$ cat config.mk
export PLATFORM = sky130hd
export DESIGN_NAME = fifo_irq_hub
export DESIGN_NICKNAME = d
export VERILOG_FILES = /design/src/rtl/fqi_pkg.sv /design/src/rtl/fqi_byte_fifo.sv /design/src/rtl/fqi_sticky.sv /design/src/rtl/fifo_irq_hub.sv
export SDC_FILE = /design/constraint.sdc
export NUM_CORES = 1
export LEC_CHECK = 0
export ABC_CLOCK_PERIOD_IN_PS = 3980
export BUFFER_PORTS_ARGS = -buffer_cell sky130_fd_sc_hd__buf_2
export CAP_MARGIN = 20
export CORE_MARGIN = 2
export CORE_UTILIZATION = 45
export DETAILED_ROUTE_END_ITERATION = 8
export GPL_ROUTABILITY_DRIVEN = 0
export GPL_TIMING_DRIVEN = 0
export PLACE_DENSITY = 0.73
export SYNTH_ARGS = -nofsm -noshare
export SYNTH_HDL_FRONTEND = slang
export SYNTH_HIERARCHICAL = 1
export SYNTH_SLANG_ARGS = --single-unit
$ cat constraint.sdc
create_clock -name clk -period 3.98 [get_ports clk]
set_input_delay 0.995 -clock clk [delete_from_list [all_inputs] [get_ports clk]]
set_output_delay 0.995 -clock clk [all_outputs]
set_load 0.1 [all_outputs]
$ cat src/rtl/fqi_pkg.sv
package fqi_pkg;
  localparam int REG_W       = 32;
  localparam int NUM_EVT     = 3;
  // event index order inside the block
  localparam int EVT_RX      = 0;
  localparam int EVT_TX      = 1;
  localparam int EVT_DONE    = 2;
  // bit positions in the status and enable words
  localparam int POS_RX      = 4;
  localparam int POS_TX      = 12;
  localparam int POS_DONE    = 16;
  // control strobes
  localparam int CTL_TX_CLR  = 8;
  localparam int CTL_RX_CLR  = 9;
  // level word field offsets
  localparam int LVL_RX_LSB  = 0;
  localparam int LVL_TX_LSB  = 16;

  function automatic int evt_pos(input int idx);
    case (idx)
      EVT_RX:  evt_pos = POS_RX;
      EVT_TX:  evt_pos = POS_TX;
      default: evt_pos = POS_DONE;
    endcase
  endfunction
endpackage

$ cat src/rtl/fqi_byte_fifo.sv
module fqi_byte_fifo #(
  parameter int DW    = 8,
  parameter int DEPTH = 64,
  localparam int AW   = $clog2(DEPTH),
  localparam int CW   = $clog2(DEPTH + 1)
) (
  input  logic          clk,
  input  logic          rst_n,
  input  logic          flush,
  input  logic          push,
  input  logic [DW-1:0] wdata,
  input  logic          pop,
  output logic [DW-1:0] rdata,
  output logic [CW-1:0] count
);
  logic [DW-1:0] mem [DEPTH];
  logic [AW-1:0] wr_q, wr_d, rd_q, rd_d;
  logic [CW-1:0] cnt_q, cnt_d;
  logic          full, empty, push_ok, pop_ok;

  always_comb begin
    full    = (cnt_q == CW'(DEPTH));
    empty   = (cnt_q == '0);
    push_ok = push & ~full & ~flush;
    pop_ok  = pop & ~empty & ~flush;
    if (flush) begin
      wr_d  = '0;
      rd_d  = '0;
      cnt_d = '0;
    end else begin
      wr_d  = wr_q + AW'(push_ok);
      rd_d  = rd_q + AW'(pop_ok);
      cnt_d = cnt_q + CW'(push_ok) - CW'(pop_ok);
    end
    rdata = empty ? '0 : mem[rd_q];
    count = cnt_q;
  end

  always_ff @(posedge clk or negedge rst_n) begin
    if (!rst_n) begin
      wr_q  <= '0;
      rd_q  <= '0;
      cnt_q <= '0;
    end else begin
      wr_q  <= wr_d;
      rd_q  <= rd_d;
      cnt_q <= cnt_d;
    end
  end

  always_ff @(posedge clk) begin
    if (push_ok) mem[wr_q] <= wdata;
  end
endmodule

$ cat src/rtl/fqi_sticky.sv
module fqi_sticky #(
  parameter int           N        = 3,
  parameter logic [N-1:0] COND_RST = '0
) (
  input  logic         clk,
  input  logic         rst_n,
  input  logic [N-1:0] cond,
  input  logic [N-1:0] clr,
  output logic [N-1:0] sts
);
  logic [N-1:0] sts_q, sts_d, cond_q, rise;

  always_comb begin
    rise  = cond & ~cond_q;
    // a fresh event beats a simultaneous clear
    sts_d = (sts_q & ~clr) | rise;
    sts   = sts_q;
  end

  always_ff @(posedge clk or negedge rst_n) begin
    if (!rst_n) begin
      sts_q  <= '0;
      cond_q <= COND_RST;
    end else begin
      sts_q  <= sts_d;
      cond_q <= cond;
    end
  end
endmodule

$ cat src/rtl/fifo_irq_hub.sv
module fifo_irq_hub
  import fqi_pkg::*;
#(
  parameter int DEPTH = 64,
  localparam int CW   = $clog2(DEPTH + 1)
) (
  input  logic             clk,
  input  logic             rst_n,
  input  logic             ctl_we,
  input  logic [REG_W-1:0] ctl_wdata,
  input  logic             ien_we,
  input  logic [REG_W-1:0] ien_wdata,
  output logic [REG_W-1:0] ien_rdata,
  input  logic             sts_we,
  input  logic [REG_W-1:0] sts_wdata,
  output logic [REG_W-1:0] sts_rdata,
  output logic [REG_W-1:0] lvl_rdata,
  input  logic             cpu_tx_push,
  input  logic [7:0]       cpu_tx_byte,
  input  logic             cpu_rx_pop,
  output logic [7:0]       cpu_rx_byte,
  input  logic             sh_tx_pop,
  output logic [7:0]       sh_tx_byte,
  input  logic             sh_rx_push,
  input  logic [7:0]       sh_rx_byte,
  input  logic             sh_xfer_done,
  output logic             irq
);
  localparam logic [CW-1:0] RX_HI = CW'((DEPTH * 3) / 4);
  localparam logic [CW-1:0] TX_LO = CW'(DEPTH / 4);
  // empty transmit queue already meets its threshold out of reset
  localparam logic [NUM_EVT-1:0] COND_RST = NUM_EVT'(1) << EVT_TX;

  logic [CW-1:0]      tx_cnt, rx_cnt;
  logic               tx_flush, rx_flush;
  logic [NUM_EVT-1:0] cond, clr, sts, en_q, en_d;

  assign tx_flush = ctl_we & ctl_wdata[CTL_TX_CLR];
  assign rx_flush = ctl_we & ctl_wdata[CTL_RX_CLR];

  fqi_byte_fifo #(.DW(8), .DEPTH(DEPTH)) u_txq (
    .clk(clk), .rst_n(rst_n), .flush(tx_flush),
    .push(cpu_tx_push), .wdata(cpu_tx_byte),
    .pop(sh_tx_pop), .rdata(sh_tx_byte), .count(tx_cnt)
  );

  fqi_byte_fifo #(.DW(8), .DEPTH(DEPTH)) u_rxq (
    .clk(clk), .rst_n(rst_n), .flush(rx_flush),
    .push(sh_rx_push), .wdata(sh_rx_byte),
    .pop(cpu_rx_pop), .rdata(cpu_rx_byte), .count(rx_cnt)
  );

  always_comb begin
    cond           = '0;
    cond[EVT_RX]   = (rx_cnt >= RX_HI);
    cond[EVT_TX]   = (tx_cnt <= TX_LO);
    cond[EVT_DONE] = sh_xfer_done;
  end

  fqi_sticky #(.N(NUM_EVT), .COND_RST(COND_RST)) u_sticky (
    .clk(clk), .rst_n(rst_n), .cond(cond), .clr(clr), .sts(sts)
  );

  for (genvar g = 0; g < NUM_EVT; g++) begin : g_map
    assign clr[g]  = sts_we & sts_wdata[evt_pos(g)];
    assign en_d[g] = ien_we ? ien_wdata[evt_pos(g)] : en_q[g];
  end

  always_ff @(posedge clk or negedge rst_n) begin
    if (!rst_n) en_q <= '0;
    else        en_q <= en_d;
  end

  always_comb begin
    sts_rdata = '0;
    ien_rdata = '0;
    for (int i = 0; i < NUM_EVT; i++) begin
      sts_rdata[evt_pos(i)] = sts[i];
      ien_rdata[evt_pos(i)] = en_q[i];
    end
    lvl_rdata = '0;
    lvl_rdata[LVL_RX_LSB +: CW] = rx_cnt;
    lvl_rdata[LVL_TX_LSB +: CW] = tx_cnt;
    irq = |(sts & en_q);
  end

  logic unused_bits;
  assign unused_bits = ^{ctl_wdata, ien_wdata, sts_wdata};
endmodule

==> impl_metrics.env <==
export IMPL_ant_nets=0
export IMPL_place_hpwl_mm=65.89
export IMPL_post_place_ws_ps=-214.8
export IMPL_worstSetupPathType="reg -> out"
export IMPL_syn_to_final_growth_pct=18.21
export IMPL_p_leak_nw=16.47
export IMPL_clk_pin_slew_ps=60
export IMPL_final_core_util_pct=53.45
export IMPL_grt_max_degree=65
export IMPL_netlist_instances=2193
export IMPL_placed_area_um2=45050
export IMPL_vias=22930
export IMPL_p_total_mw=34.95
export IMPL_setup_viol=11
export IMPL_layout_nets=2632
export IMPL_setup_tns_final_ps=-336.6
export IMPL_drt_wl_total_mm=107.4
export IMPL_cp_cell_sequence="and2_2 > buf_2 > a22oi_2 > a21oi_1 > nor2_2 > nor2_2 > buf_8"
export IMPL_overflow=0
export IMPL_final_max_slew_viol_count=0
export IMPL_drc=0
export IMPL_worstPathMaxFanout=10
export IMPL_cp_top_family="simple AND/OR/NAND/NOR gates"
export IMPL_drive_gt1_share_pct=31.44
export IMPL_viasPerCell=5.987
export IMPL_synth_edf_count=1024
export IMPL_fill_cells=7051
export IMPL_portBuffers=70
export IMPL_crit_buf_inv=2
export IMPL_design_area_um2=50630
export IMPL_ir_drop_uv=725.8
export IMPL_worstHoldPathType="in -> async"
export IMPL_clock_skew_ps=23.16
export IMPL_critical_path_arrival_ps=3070
export IMPL_outcome="finished with violations"
export IMPL_fp_row_count=113
export IMPL_grt_pass1_vias=22960
export IMPL_cts_hold_fix_buffers=0
export IMPL_synth_seq_area_share_pct=74.55
export IMPL_clock_latency_ps=670
export IMPL_wl_per_cell_um=28.04
export IMPL_root_buffer="clkbuf_16"
export IMPL_rsz0062_at_grt="true"
export IMPL_die_h_um=312.5
export IMPL_syn_avg_cell_area_um2=19.53
export IMPL_tightest_slew_ps=963.0
export IMPL_cts_tree="yes"
export IMPL_finalWorstSetupSlack_ps=-82.98
export IMPL_required_ps=2980
export IMPL_fmax_ghz=0.2461
export IMPL_slew_headroom_pct=35.56
export IMPL_antenna_found_initial=0
export IMPL_synth_most_common_cell="edfxtp_1"
export IMPL_yosysTopAreaCellShare_pct=71.80
export IMPL_slowest_delay_ps=490
export IMPL_dr_first_iter_drc_count=2897
export IMPL_drtPass1Iterations=8
export IMPL_ys_top_cells_by_count="edfxtp_1 (1024), mux4_2 (234), nor2_1 (171)"
export IMPL_place_inst=3603
export IMPL_netlist_area_um2=42830
export IMPL_die_x_um=312.5
export IMPL_yosysTopAreaCell="edfxtp_1"
export IMPL_dieArea_um2=97660
export IMPL_start_kind="register"
export IMPL_ys_ff_latch=1071
export IMPL_cts_buffers=103
export IMPL_ys_async_sr_fraction_pct=4.388
export IMPL_start_util_pct=45.21
export IMPL_end_kind="primary output"
export IMPL_ys_types=57
export IMPL_synthTopCellsByArea="edfxtp_1 (72%), mux4_2 (12%), dfrtp_1 (2.7%)"
export IMPL_grt_usage_pct=21.60
export IMPL_final_hold_viol_count=0
export IMPL_timing_final_crit_share_pct=102.1
export IMPL_h_tree_depth=3
export IMPL_holdWs_ps=227.3
export IMPL_violations="setup timing"
export IMPL_yosys_warnings=6
export IMPL_design_core_area_um2=94730
export IMPL_period_minus_slack_ps=4063
export IMPL_grt_first_pass_wirelength_mm=154.1
export IMPL_ios=235
export IMPL_fin_cells=3830
export IMPL_crit_slowest_cell="buf_2"
export IMPL_crit_top_cell="nor2_2"
export IMPL_cap_violations=0
export IMPL_powerDensity_nw_per_um2=690.3
export IMPL_clk_path_buf_depth=3
export IMPL_clock_sinks=1071
export IMPL_synth_flop_cell="edfxtp_1"
per-layer routing:
layer,global-route usage (%),wire [um]
met1,27.74,39000
met3,4.167,10010
met5,0,0
met4,10.59,5472
met2,35.52,52910
timing repair:
action	in CTS	in global routing
pin swaps	33	17
setup buffers	18	1
setup endpoints to repair	16	16
gates cloned	5	1
resized for setup	321	53
where the power goes:
group / leakage, nW / switching (mW) / total (mW) / internal (mW)
sequential: 9.81 / 0.194 / 12.8 / 12.6
combinational: 5.02 / 7.33 / 12.4 / 5.08
clock: 1.64 / 4.17 / 9.73 / 5.56
sequential cells by signal, indices dropped and copies added (netlist names):
register         count
u_sticky/cond_q      3
u_rxq/mem          512
u_txq/count          7
u_txq/mem          512
u_rxq/rd_q           6
u_sticky/sts         3
en_q                 3
u_rxq/count          7
u_txq/rd_q           6
u_txq/wr_q           6
u_rxq/wr_q           6
final timing paths:
check	startpoint	endpoint	slack, ps	depth (start not counted)
worst min register to register	u_sticky/cond_q[0]	u_sticky/sts[0]	440	1
worst max-delay path	u_rxq/rd_q[3]	cpu_rx_byte[1]	-80	7
worst max register to register	u_txq/count[2]	u_txq/count[6]	500	16
worst min-delay path	rst_n	en_q[0]	230	1
min in group clk	u_sticky/cond_q[0]	u_sticky/sts[0]	440	1
max in group asynchronous	rst_n	u_sticky/cond_q[1]	3170	2
placed cells by master (no fill, tap or decap), drive strengths merged, types with 3 or more instances in the layout:
cell type	count
a21oi	40
dfrtp	46
ha	26
a21o	3
xnor2	9
o311ai	4
nand3b	6
xor2	13
nand2	65
conb	76
and2	10
clkinv	45
mux4	234
bufinv	11
a22o	3
clkinvlp	4
nor2	172
o21ai	10
a211oi	13
buf	260
inv	35
o31ai	7
or3b	4
a31o	3
nand3	27
nand2b	11
nor2b	24
a22oi	44
nor3	7
mux2i	79
clkbuf	155
o22ai	42
nand4	4
mux2	7
edfxtp	1024
or2	3
nor3b	3
o22a	5
or3	8
cell type report:
type	count	area (um^2)	share of cell area, %
Sequential cell	1071	31930	63.06
Multi-Input combinational cell	981	10630	20.99
Clock buffer	122	2691	5.316
Buffer	183	1719	3.396
Tap cell	1265	1583	3.126
Timing Repair Buffer	112	1301	2.570
Clock inverter	65	664.4	1.312
Inverter	30	112.6	0.2224
Antenna cell	1	2.502	0.004943
kinds of logic after synthesis:
group,Yosys count,share of synthesized area [%]
xor gates and xnor gates,22,0.4499
other,1,0.008756
DFF,1071,74.55
AOI/OAI and AO/OA,184,2.918
and+or+nand+nor,351,3.739
muxes,320,14.34
adders and majority gates,28,0.8531
buffers and inverters,216,3.149
No activity file was read; power rests on OpenSTA's default activity.
